`src/rtl/cevt_pkg.sv`:
```
package cevt_pkg;
  localparam int DATA_W  = 8;
  localparam int ADDR_W  = 3;
  localparam int NUM_SRC = 5;
  localparam int SRC_LSB = DATA_W - NUM_SRC;   // status lines occupy the top bits
  localparam int CSC_BIT = 6;                  // card-status-change cause

  typedef enum logic [ADDR_W-1:0] {
    ADR_RAW   = 3'd0,
    ADR_ISTAT = 3'd1,
    ADR_IEN   = 3'd2,
    ADR_MASK  = 3'd3,
    ADR_LATCH = 3'd4,
    ADR_CTRL  = 3'd5
  } regAddr_e;

  // encoding follows write-data bits {set, clear}
  typedef enum logic [1:0] {
    OP_NONE = 2'd0,
    OP_CLR  = 2'd1,
    OP_SET  = 2'd2,
    OP_JAM  = 2'd3
  } statOp_e;

  typedef enum logic [1:0] {
    PIN_OFF  = 2'd0,
    PIN_OD   = 2'd1,
    PIN_LOW  = 2'd2,
    PIN_HIGH = 2'd3
  } pinMode_e;

  typedef struct packed {
    statOp_e                statOp;
    logic                   wrEnable;
    logic                   wrMask;
    logic                   wrCtrl;
    logic [ADDR_W-1:0]      rdSel;
  } strobes_t;
endpackage

```
`src/rtl/cevt_ctrl.sv`:
```
module cevt_ctrl
  import cevt_pkg::*;
(
  input  logic              regWrEn,
  input  logic [ADDR_W-1:0] regAddr,
  input  logic [1:0]        opBits,
  output strobes_t          strobes
);
  always_comb begin
    strobes          = '0;
    strobes.statOp   = OP_NONE;
    strobes.rdSel    = regAddr;
    if (regWrEn) begin
      case (regAddr)
        ADR_ISTAT: strobes.statOp   = statOp_e'(opBits);
        ADR_IEN:   strobes.wrEnable = 1'b1;
        ADR_MASK:  strobes.wrMask   = 1'b1;
        ADR_CTRL:  strobes.wrCtrl   = 1'b1;
        default:   ;
      endcase
    end
  end
endmodule

```
`src/rtl/cevt_datapath.sv`:
```
module cevt_datapath
  import cevt_pkg::*;
#(
  parameter int SYNC_STAGES = 2
) (
  input  logic               clk,
  input  logic               rst_n,
  input  logic [NUM_SRC-1:0] statusIn,
  input  logic               cardAccess,
  input  logic [DATA_W-1:0]  wrData,
  input  strobes_t           strobes,
  output logic [DATA_W-1:0]  rdData,
  output logic               irqDriveEn,
  output logic               irqLevel,
  output logic               busyLed,
  output logic [DATA_W-1:0]  intStatusQ,
  output logic [1:0]         pinModeQ,
  output logic               accessQ,
  output logic               sockEnQ,
  output logic               autoBusyQ
);
  localparam int LAST = SYNC_STAGES - 1;

  logic [SYNC_STAGES-1:0][NUM_SRC-1:0] syncQ;
  logic [NUM_SRC-1:0] prevQ;
  logic [NUM_SRC-1:0] maskQ;
  logic [NUM_SRC-1:0] srcHit;
  logic [7:2]         istQ;
  logic [7:2]         istNext;
  logic [6:3]         enBitsQ;
  logic               changeHit;
  logic               irqActive;
  logic               accessNext;

  // synchroniser chain and previous-sample register
  always_ff @(posedge clk or negedge rst_n) begin
    if (!rst_n) begin
      syncQ <= '0;
      prevQ <= '0;
    end else begin
      syncQ <= {syncQ[SYNC_STAGES-2:0], statusIn};
      prevQ <= syncQ[LAST];
    end
  end

  for (genvar i = 0; i < NUM_SRC; i++) begin : g_src
    assign srcHit[i] = (syncQ[LAST][i] ^ prevQ[i]) & ~maskQ[i];
  end
  assign changeHit = |srcHit;

  // interrupt status next-state
  always_comb begin
    istNext = istQ;
    case (strobes.statOp)
      OP_SET:  istNext = istQ | wrData[7:2];
      OP_CLR:  istNext = istQ & ~wrData[7:2];
      OP_JAM:  istNext = wrData[7:2];
      default: istNext = istQ;
    endcase
    if (changeHit) istNext[CSC_BIT] = 1'b1;
  end

  always_comb begin
    accessNext = accessQ;
    if (strobes.wrCtrl) accessNext = accessQ & wrData[2];
    if (cardAccess)     accessNext = 1'b1;
  end

  always_ff @(posedge clk or negedge rst_n) begin
    if (!rst_n) begin
      istQ      <= '0;
      enBitsQ   <= '0;
      pinModeQ  <= '0;
      maskQ     <= '0;
      sockEnQ   <= 1'b0;
      autoBusyQ <= 1'b0;
      accessQ   <= 1'b0;
    end else begin
      istQ    <= istNext;
      accessQ <= accessNext;
      if (strobes.wrEnable) begin
        enBitsQ  <= wrData[6:3];
        pinModeQ <= wrData[1:0];
      end
      if (strobes.wrMask) maskQ <= wrData[DATA_W-1:SRC_LSB];
      if (strobes.wrCtrl) begin
        sockEnQ   <= wrData[0];
        autoBusyQ <= wrData[1];
      end
    end
  end

  assign irqActive = |(istQ[6:3] & enBitsQ);

  always_comb begin
    irqDriveEn = 1'b0;
    irqLevel   = 1'b0;
    case (pinMode_e'(pinModeQ))
      PIN_OD:   begin irqDriveEn = irqActive; irqLevel = 1'b0;       end
      PIN_LOW:  begin irqDriveEn = 1'b1;      irqLevel = ~irqActive; end
      PIN_HIGH: begin irqDriveEn = 1'b1;      irqLevel = irqActive;  end
      default:  begin irqDriveEn = 1'b0;      irqLevel = 1'b0;       end
    endcase
  end

  assign busyLed    = autoBusyQ ? accessQ : sockEnQ;
  assign intStatusQ = {istQ, 2'b00};

  always_comb begin
    rdData = '0;
    case (strobes.rdSel)
      ADR_RAW:   rdData = {syncQ[LAST], {SRC_LSB{1'b0}}};
      ADR_ISTAT: rdData = {istQ, 2'b00};
      ADR_IEN:   rdData = {1'b0, enBitsQ, 1'b0, pinModeQ};
      ADR_MASK:  rdData = {maskQ, {SRC_LSB{1'b0}}};
      ADR_LATCH: rdData = {prevQ, {SRC_LSB{1'b0}}};
      ADR_CTRL:  rdData = {5'b0, accessQ, autoBusyQ, sockEnQ};
      default:   rdData = '0;
    endcase
  end
endmodule

```
`src/rtl/card_evt_irq.sv`:
```
module card_evt_irq
  import cevt_pkg::*;
#(
  parameter int SYNC_STAGES = 2
) (
  input  logic               clk,
  input  logic               rst_n,
  input  logic [NUM_SRC-1:0] statusIn,
  input  logic               cardAccess,
  input  logic               regWrEn,
  input  logic [ADDR_W-1:0]  regAddr,
  input  logic [DATA_W-1:0]  regWrData,
  output logic [DATA_W-1:0]  regRdData,
  output logic               irqDriveEn,
  output logic               irqLevel,
  output logic               busyLed
);
  strobes_t          strobes;
  logic [DATA_W-1:0] intStatusQ;
  logic [1:0]        pinModeQ;
  logic              accessQ;
  logic              sockEnQ;
  logic              autoBusyQ;

  cevt_ctrl u_ctrl (
    .regWrEn (regWrEn),
    .regAddr (regAddr),
    .opBits  (regWrData[1:0]),
    .strobes (strobes)
  );

  cevt_datapath #(.SYNC_STAGES(SYNC_STAGES)) u_dp (
    .clk        (clk),
    .rst_n      (rst_n),
    .statusIn   (statusIn),
    .cardAccess (cardAccess),
    .wrData     (regWrData),
    .strobes    (strobes),
    .rdData     (regRdData),
    .irqDriveEn (irqDriveEn),
    .irqLevel   (irqLevel),
    .busyLed    (busyLed),
    .intStatusQ (intStatusQ),
    .pinModeQ   (pinModeQ),
    .accessQ    (accessQ),
    .sockEnQ    (sockEnQ),
    .autoBusyQ  (autoBusyQ)
  );
endmodule

```
`config.mk`:
```
export PLATFORM = sky130hd
export DESIGN_NAME = card_evt_irq
export DESIGN_NICKNAME = d
export VERILOG_FILES = /design/src/rtl/cevt_pkg.sv /design/src/rtl/cevt_ctrl.sv /design/src/rtl/cevt_datapath.sv /design/src/rtl/card_evt_irq.sv
export SDC_FILE = /design/constraint.sdc
export NUM_CORES = 1
export LEC_CHECK = 0
export BUFFER_PORTS_ARGS = -buffer_cell sky130_fd_sc_hd__buf_2
export CAP_MARGIN = 20
export CORE_MARGIN = 8
export CORE_UTILIZATION = 25
export CTS_BUF_LIST = sky130_fd_sc_hd__clkbuf_4 sky130_fd_sc_hd__clkbuf_8
export CTS_CLUSTER_DIAMETER = 30
export CTS_CLUSTER_SIZE = 28
export DETAILED_ROUTE_END_ITERATION = 16
export PLACE_DENSITY_LB_ADDON = 0.15
export SLEW_MARGIN = 20
export SYNTH_ARGS = -nofsm -noshare
export SYNTH_HDL_FRONTEND = slang
export SYNTH_HIERARCHICAL = 1
export SYNTH_SLANG_ARGS = --single-unit
```
`constraint.sdc`:
```
create_clock -name clk -period 3.6 [get_ports clk]
set_input_delay 0.36 -clock clk [delete_from_list [all_inputs] [get_ports clk]]
set_output_delay 0.36 -clock clk [all_outputs]
set_load 0.1 [all_outputs]
```
* Yosys cells after proc, flatten, opt, wreduce, memory -nomap -nowiden
Cells that the tools add are included.
** Storage, ports and cells
- Register bits after elaboration :: 35
- Bits of input ports :: 20
- Word-level logic and storage cells :: 63
** Operators by class
- Eq/ne operators :: 11
- Multiplexer cells :: 13
- Bitwise operators :: 21
- Reductions and logical operators :: 7
** Operators with widths (count)
- one-hot mux 8 bit (6 select lines) :: 1
- one-hot mux 6 bit (3 select lines) :: 1
- == test 2 bit, second input constant :: 4
- 2-to-1 mux 1 bit :: 7
- bitwise AND 1 bit :: 6
- bitwise AND 6 bit :: 1
- == test 3 x 2 -> 1 bit, second input constant :: 2
- == test 3 bit, second input constant :: 2
- inverter 1 bit :: 6
- inverter 6 bit :: 1
- OR 6 bit :: 1
- 2-to-1 mux 5 bit :: 1
- OR reduction 5 bit :: 1
- XOR 1 bit :: 5
- bitwise AND 4 bit :: 1
- == test 2 x 1 -> 1 bit, second input constant :: 2
- one-hot mux 1 bit (2 select lines) :: 2
- nonzero test 4 bit :: 1
- OR reduction 4 bit :: 1
- == test 3 x 1 -> 1 bit, second input constant :: 1
- zero test 3 bit :: 1
- nonzero test 3 bit :: 1
- 2-to-1 mux 2 bit :: 1
- nonzero test 2 bit :: 1
- OR reduction 2 bit :: 1

* Longest topological paths before layout
Gate-level depths: netlist of the first run.
- Depth in word-level cells :: 6
- Depth in mapped cells :: 6

* By module
Netlist of the first run, hierarchy kept.
** Modules (own cells, without submodules)
- cevt_datapath :: instances 1, cells an instance 124, area each 1551.5 um2
- cevt_ctrl :: instances 1, cells an instance 9, area each 83.8 um2

* Least setup slack after synthesis of the first run
OpenSTA, ideal clock, no wires.
- Path kind :: input to output
- Start point :: in regAddr[0]
- End point :: out regRdData[7]
- Arrival time :: 3003 ps
- Required time :: 3240 ps
- Path slack :: 237 ps
- Cell stages on the path :: 5
- Path buffers :: 2
- Cell sequence :: buf_4 buf_4 mux2i_1 o21a_1 o21ai_0
** On the way
- Cells in the longest elaborated chain, start to end :: 2
** RTL lines
- start, declared :: RTL line card_evt_irq.sv:11 : input logic [ADDR_W-1:0] regAddr,
- == test 3 bit (tied with other cells) :: RTL line cevt_datapath.sv:111 : case (strobes.rdSel)
- one-hot mux 8 bit (6 select lines) * :: RTL line cevt_datapath.sv:111
- end, declared :: RTL line card_evt_irq.sv:13 : output logic [DATA_W-1:0] regRdData,
Mark *: on every way between the ends. The rest lies on a longest branch, timed or not.

* Worst setup path after layout of the first run
- Start point :: reg u_dp/istQ[6] (netlist name)
- End point :: out irqLevel
** On the way
- Cells in the longest elaborated chain, start to end :: 4
** RTL lines
- start, declared :: RTL line cevt_datapath.sv:28 : logic [7:2] istQ;
- start signal, assigned :: RTL line cevt_datapath.sv:79 : istQ <= istNext;
- bitwise AND 4 bit * :: RTL line cevt_datapath.sv:93 : assign irqActive = |(istQ[6:3] & enBitsQ);
- OR reduction 4 bit * :: RTL line cevt_datapath.sv:93
- inverter 1 bit :: RTL line cevt_datapath.sv:100 : PIN_LOW: begin irqDriveEn = 1'b1; irqLevel = ~irqActive; end
- one-hot mux 1 bit (2 select lines) * :: RTL line cevt_datapath.sv:98 : case (pinMode_e'(pinModeQ))
- end, declared :: RTL line card_evt_irq.sv:15 : output logic irqLevel,
Marked as above.

==> results of run 1 <==
==> worst reg2reg max path, cell delays in order (launching register included) <==
cell and delay (ns):
dfrtp_1 0.40, xor2_1 0.15, a222oi_1 0.32, nand3_1 0.12
==> cell type report <==
class | count | area share (%)
flip-flops and latches | 35 | 46.5
multi-input cells | 82 | 35.1
repair buffers | 30 | 7.98
well taps | 77 | 5.12
clock buffers | 5 | 3.66
clock inverters | 3 | 0.798
inverters | 4 | 0.798
==> state kept, by name (all words and copies together), names as in the netlist <==
signal,cells
u_dp/syncQ,10
u_dp/accessQ,1
u_dp/prevQ,5
u_dp/enBitsQ,4
u_dp/istQ,6
u_dp/sockEnQ,1
u_dp/maskQ,5
u_dp/pinModeQ,2
u_dp/autoBusyQ,1
==> metal layers <==
layer  GRT usage, %  vias to the layer above  share of wire, %
li1               -                      527                 -
met1           10.9                      555                46
met2           13.3                       32                45
met3           3.17                        4               7.3
met4           3.53                        0              0.86
met5              0                        -                 0
==> where the power goes <==
group	switching (uW)	internal [uW]	total (uW)
clock	135	132	267
combinational	214	91.4	306
sequential	41.6	447	489
total	391	671	1060
==> metrics by stage <==
stage               hold slack, ns  instance area (um2)
floorplan                   0.0644                 1620
global placement             0.333                 1800
detailed placement           0.336                 1800
CTS                          0.169                 1880
global route                 0.167                 1880
finish                       0.156                 1880
==> worst paths after layout <==
check | endpoint | cells past startpoint | slack, ns | startpoint
hold reg to reg | u_dp/syncQ[5] | 0 | 0.35 | u_dp/syncQ[0]
setup / recovery | irqLevel | 4 | 1.32 | u_dp/istQ[6]
min in group clk | u_dp/syncQ[4] | 1 | 0.18 | statusIn[4]
max in group asynchronous | u_dp/enBitsQ[6] | 1 | 2.93 | rst_n
setup reg to reg | u_dp/istQ[6] | 3 | 2.49 | u_dp/syncQ[6]
hold / removal | u_dp/autoBusyQ | 1 | 0.16 | rst_n
==> run metrics, run 1 <==
status=finished clean; syn nets=150; DP Worst Slack=1.57 ns; critical path peak fanout=3; drt via density=4.74; Reg area=876 um2; hpwl dp=2.77 mm; Data required, critical path=3.24 ns; crit share post-route=63.2%; Cells after DPL=228; mapped cell area=1620 um2; antenna violations before repair=0; setup bufs post-CTS=0; Clock Tree Root=clkbuf_8; WL/cell=16.2 um; Critical Path Sink Type=primary output; setup tns final=0 ns; Final min period=2.28 ns; footprint of the multi-input gates=661 um2; Slowest Stage Delay on Critical Path=0.44 ns; Vias=1118; Slowest-stage cell, CP=buf_2; syn_area_per_cell=12.4 um2; initial cell density of the core=25.6%; Top delay family on crit path=buffers and inverters; die width=96.4 um; Fill cells=664; count of buffer and inverter cells on the critical path=1; Worst Tran Pin Value=0.788 ns; largest net degree at the start of global routing=36; critical path arrival=1.92 ns; commonest non-fill, non-tap cell in the layout=dfrtp_1; critical path startpoint category=flop; Starting DRT DRC Count=53; post-CTS sizing=0; Power Density=564 nW/um2; post-layout util=29.8%; Design Power=1060 uW; clk_skew=0.00646 ns; post-route setup slack=1.32 ns; layout cells sized above 1=34.6%; Leak=0.000864 uW; CTS tree=done; layout net count=178; Final Hold Violating Endpoints=0; clk buf depth=2; worst-path cell chain=a22o_1 -> or3_1 -> a21oi_1 -> buf_2; Synthesis Warnings=6; top-level port count=31; # diodes=0; detailed-route DRC error count=0; Peak supply drop=0.260 mV; vias in the first global route=1197; Hold Crit Class=primary input to async pin; Final Max Tran Viols=0; P&R area growth vs syn=16.4%; Synth Instances=130; worst setup path class=flop to primary output; CORE AREA=6310 um2; GP Congestion=0.773; post-route ant nets=0; Hold-fix buffers, CTS=0; CTS H-tree lvls=2; first-pass GRT wire length=6.05 mm; GRT Total Usage=8.69%; fmax=440 MHz; TritonCTS buffer count=5; RSZ-0062 raised after global routing=no; max_slew headroom=47.5%; WL final=3.82 mm; die height=96.4 um; total clock sinks=35; router iterations before antenna repair=4; buffers added on ports=30; max-cap violations=0; die area=9290 um2; Non-Filler Instances=236; gr ovfl total=0; Setup violations, final=0; Reg clk slew, reported paths=0.07 ns; most frequent cells in the layout=35 x dfrtp_1, 30 x buf_2, 12 x o21ai_0; row count=29; Worst-Skew Late Latency=0.28 ns
(Power assumes the default switching activity.)
==> run 2, diff against run 1 <==
clock period = 2.25 ns   (was 3.6 ns; I/O delays follow)
==> run metrics, run 2 (same netlist as run 1, synthesis figures left out) <==
CTS tree=done (unchanged); vias in the first global route=1188 (was 1197); post-CTS sizing=0 (unchanged); die height=96.4 um (unchanged); Placement Cell Area=1820 um2 (was 1800 um2); GP Congestion=0.798 (was 0.773); first-pass GRT wire length=6.33 mm (was 6.05 mm); CORE AREA=6310 um2 (unchanged); Critical Path Sink Type=primary output (unchanged); WL final=3.89 mm (was 3.82 mm); max reg flops=10 (unchanged); status=finished clean (unchanged); hpwl dp=2.79 mm (was 2.77 mm); layout net count=179 (was 178); top-level port count=31 (unchanged); largest net degree at the start of global routing=36 (unchanged); Worst R2R Start=u_dp/syncQ[6] (unchanged); critical path startpoint category=flop (unchanged); Peak supply drop=0.464 mV (was 0.260 mV); top flop regs=u_dp/syncQ x10, u_dp/istQ x6 (unchanged); Vias=1111 (was 1118); post-route ant nets=0 (unchanged); crit share post-route=93.8%; Final min period=2.11 ns; router iterations before antenna repair=5 (was 4); Power Density=950 nW/um2 (was 564 nW/um2); max-cap violations=0 (unchanged); R2R depth=3 (unchanged); Design Power=1830 uW (was 1060 uW); fmax=474 MHz; Worst Tran Pin Value=0.779 ns (was 0.788 ns); Final Max Tran Viols=0 (unchanged); Final Hold Violating Endpoints=0 (unchanged); Leak=0.000876 uW (was 0.000864 uW); WL/cell=16.5 um (was 16.2 um); critical path arrival=1.89 ns (was 1.92 ns); footprint of the multi-input gates=673 um2 (was 661 um2); Data required, critical path=2.03 ns (was 3.24 ns); Fill cells=657 (was 664); # diodes=0 (unchanged); Worst-Skew Late Latency=0.28 ns (about the same); GRT Total Usage=9.13% (was 8.69%); initial cell density of the core=25.6% (unchanged); largest register by flop count=u_dp/syncQ (unchanged); Hold Crit Class=primary input to async pin (unchanged); row count=29 (unchanged); Setup violations, final=0 (unchanged); gr ovfl total=0 (unchanged); RSZ-0062 raised after global routing=no (unchanged); worst setup path class=flop to primary output (unchanged); Finished Cell Area=1920 um2 (was 1880 um2); R2R setup slack=1.15 ns (was 2.49 ns); Reg area=876 um2 (unchanged); drt via density=4.71 (was 4.74); total clock sinks=35 (unchanged); max_slew headroom=48.1% (was 47.5%); detailed-route DRC error count=0 (unchanged); Critical R2R Capture=u_dp/istQ[6] (unchanged); Reg clk slew, reported paths=0.07 ns (about the same); Hold WS=0.0229 ns (was 0.156 ns); clk buf depth=2 (unchanged); die width=96.4 um (unchanged); Hold-fix buffers, CTS=0 (unchanged); critical path peak fanout=3 (unchanged); setup bufs post-CTS=0 (unchanged); commonest non-fill, non-tap cell in the layout=dfrtp_1 (unchanged); P&R area growth vs syn=19.0% (was 16.4%); clk_skew=0.00479 ns (was 0.00646 ns); TritonCTS buffer count=5 (unchanged); most frequent cells in the layout=35 x dfrtp_1, 30 x buf_2, 11 x mux2_2 (was 35 x dfrtp_1, 30 x buf_2, 12 x o21ai_0); Clock Tree Root=clkbuf_8 (unchanged); CTS H-tree lvls=2 (unchanged); layout cells sized above 1=36.5% (was 34.6%); Starting DRT DRC Count=55 (was 53); antenna violations before repair=0 (unchanged); die area=9290 um2 (unchanged); buffers added on ports=30 (unchanged)
-- run 2: cell count changes in the layout (fill, tap and decap cells not counted), sizes merged --
cell | previous run | this run
bufinv | 0 | 1
clkinvlp | 0 | 1
clkinv | 3 | 0
buf | 30 | 31
-- run 2: cell type report --
cell class,count,share of cell area [%]
Clock buffer,5,3.58
Clock inverter,2,1.95
Inverter,4,0.780
Multi-Input combinational cell,82,35.0
Sequential cell,35,45.5
Tap cell,77,5.01
Timing Repair Buffer,31,8.19
-- run 2: report_power, final --
| group | internal (uW) | switching (uW) |
|---|---|---|
| combinational | 149 | 346 |
| clock | 324 | 228 |
| sequential | 716 | 66.7 |
-- run 2: worst max path at each step --
stage | slack, ns | cells after the start | endpoint | start
2_1_floorplan | -0.09 | 5 | regRdData[7] | regAddr[0]
3_3_place_gp | 0.47 | 4 | irqLevel | u_dp/istQ[5]
3_5_place_dp | 0.44 | 4 | irqLevel | u_dp/istQ[6]
4_1_cts | 0.13 | 4 | irqLevel | u_dp/istQ[6]
5_1_grt | 0.06 | 4 | irqLevel | u_dp/istQ[6]
6_report | 0.14 | 4 | irqLevel | u_dp/istQ[6]
-- run 2: routing by layer --
layer / vias up / track usage, % / wire (um)
met1: 535 / 11.6 / 1810
met4: 0 / 4.41 / 86
li1: 528 / - / -
met5: - / 0 / 0
met2: 39 / 13.6 / 1720
met3: 9 / 3.17 / 277
-- run 2: stage by stage --
step	TNS, ns	instances	util, %	worst slack [ns]
after floorplan	-0.0880	130	-	-0.0880
final	0	236	30.5	0.139
after detailed placement	0	229	28.8	0.445
after global placement	0	229	28.8	0.466
after CTS	0	236	30.5	0.127
after global routing	0	236	30.5	0.0590
-- run 2: worst max-delay path, cell delays in order, from the launching register on --
cell	delay [ns]
dfrtp_1	0.41
a22o_1	0.26
or3_1	0.36
a21oi_2	0.14
buf_2	0.43
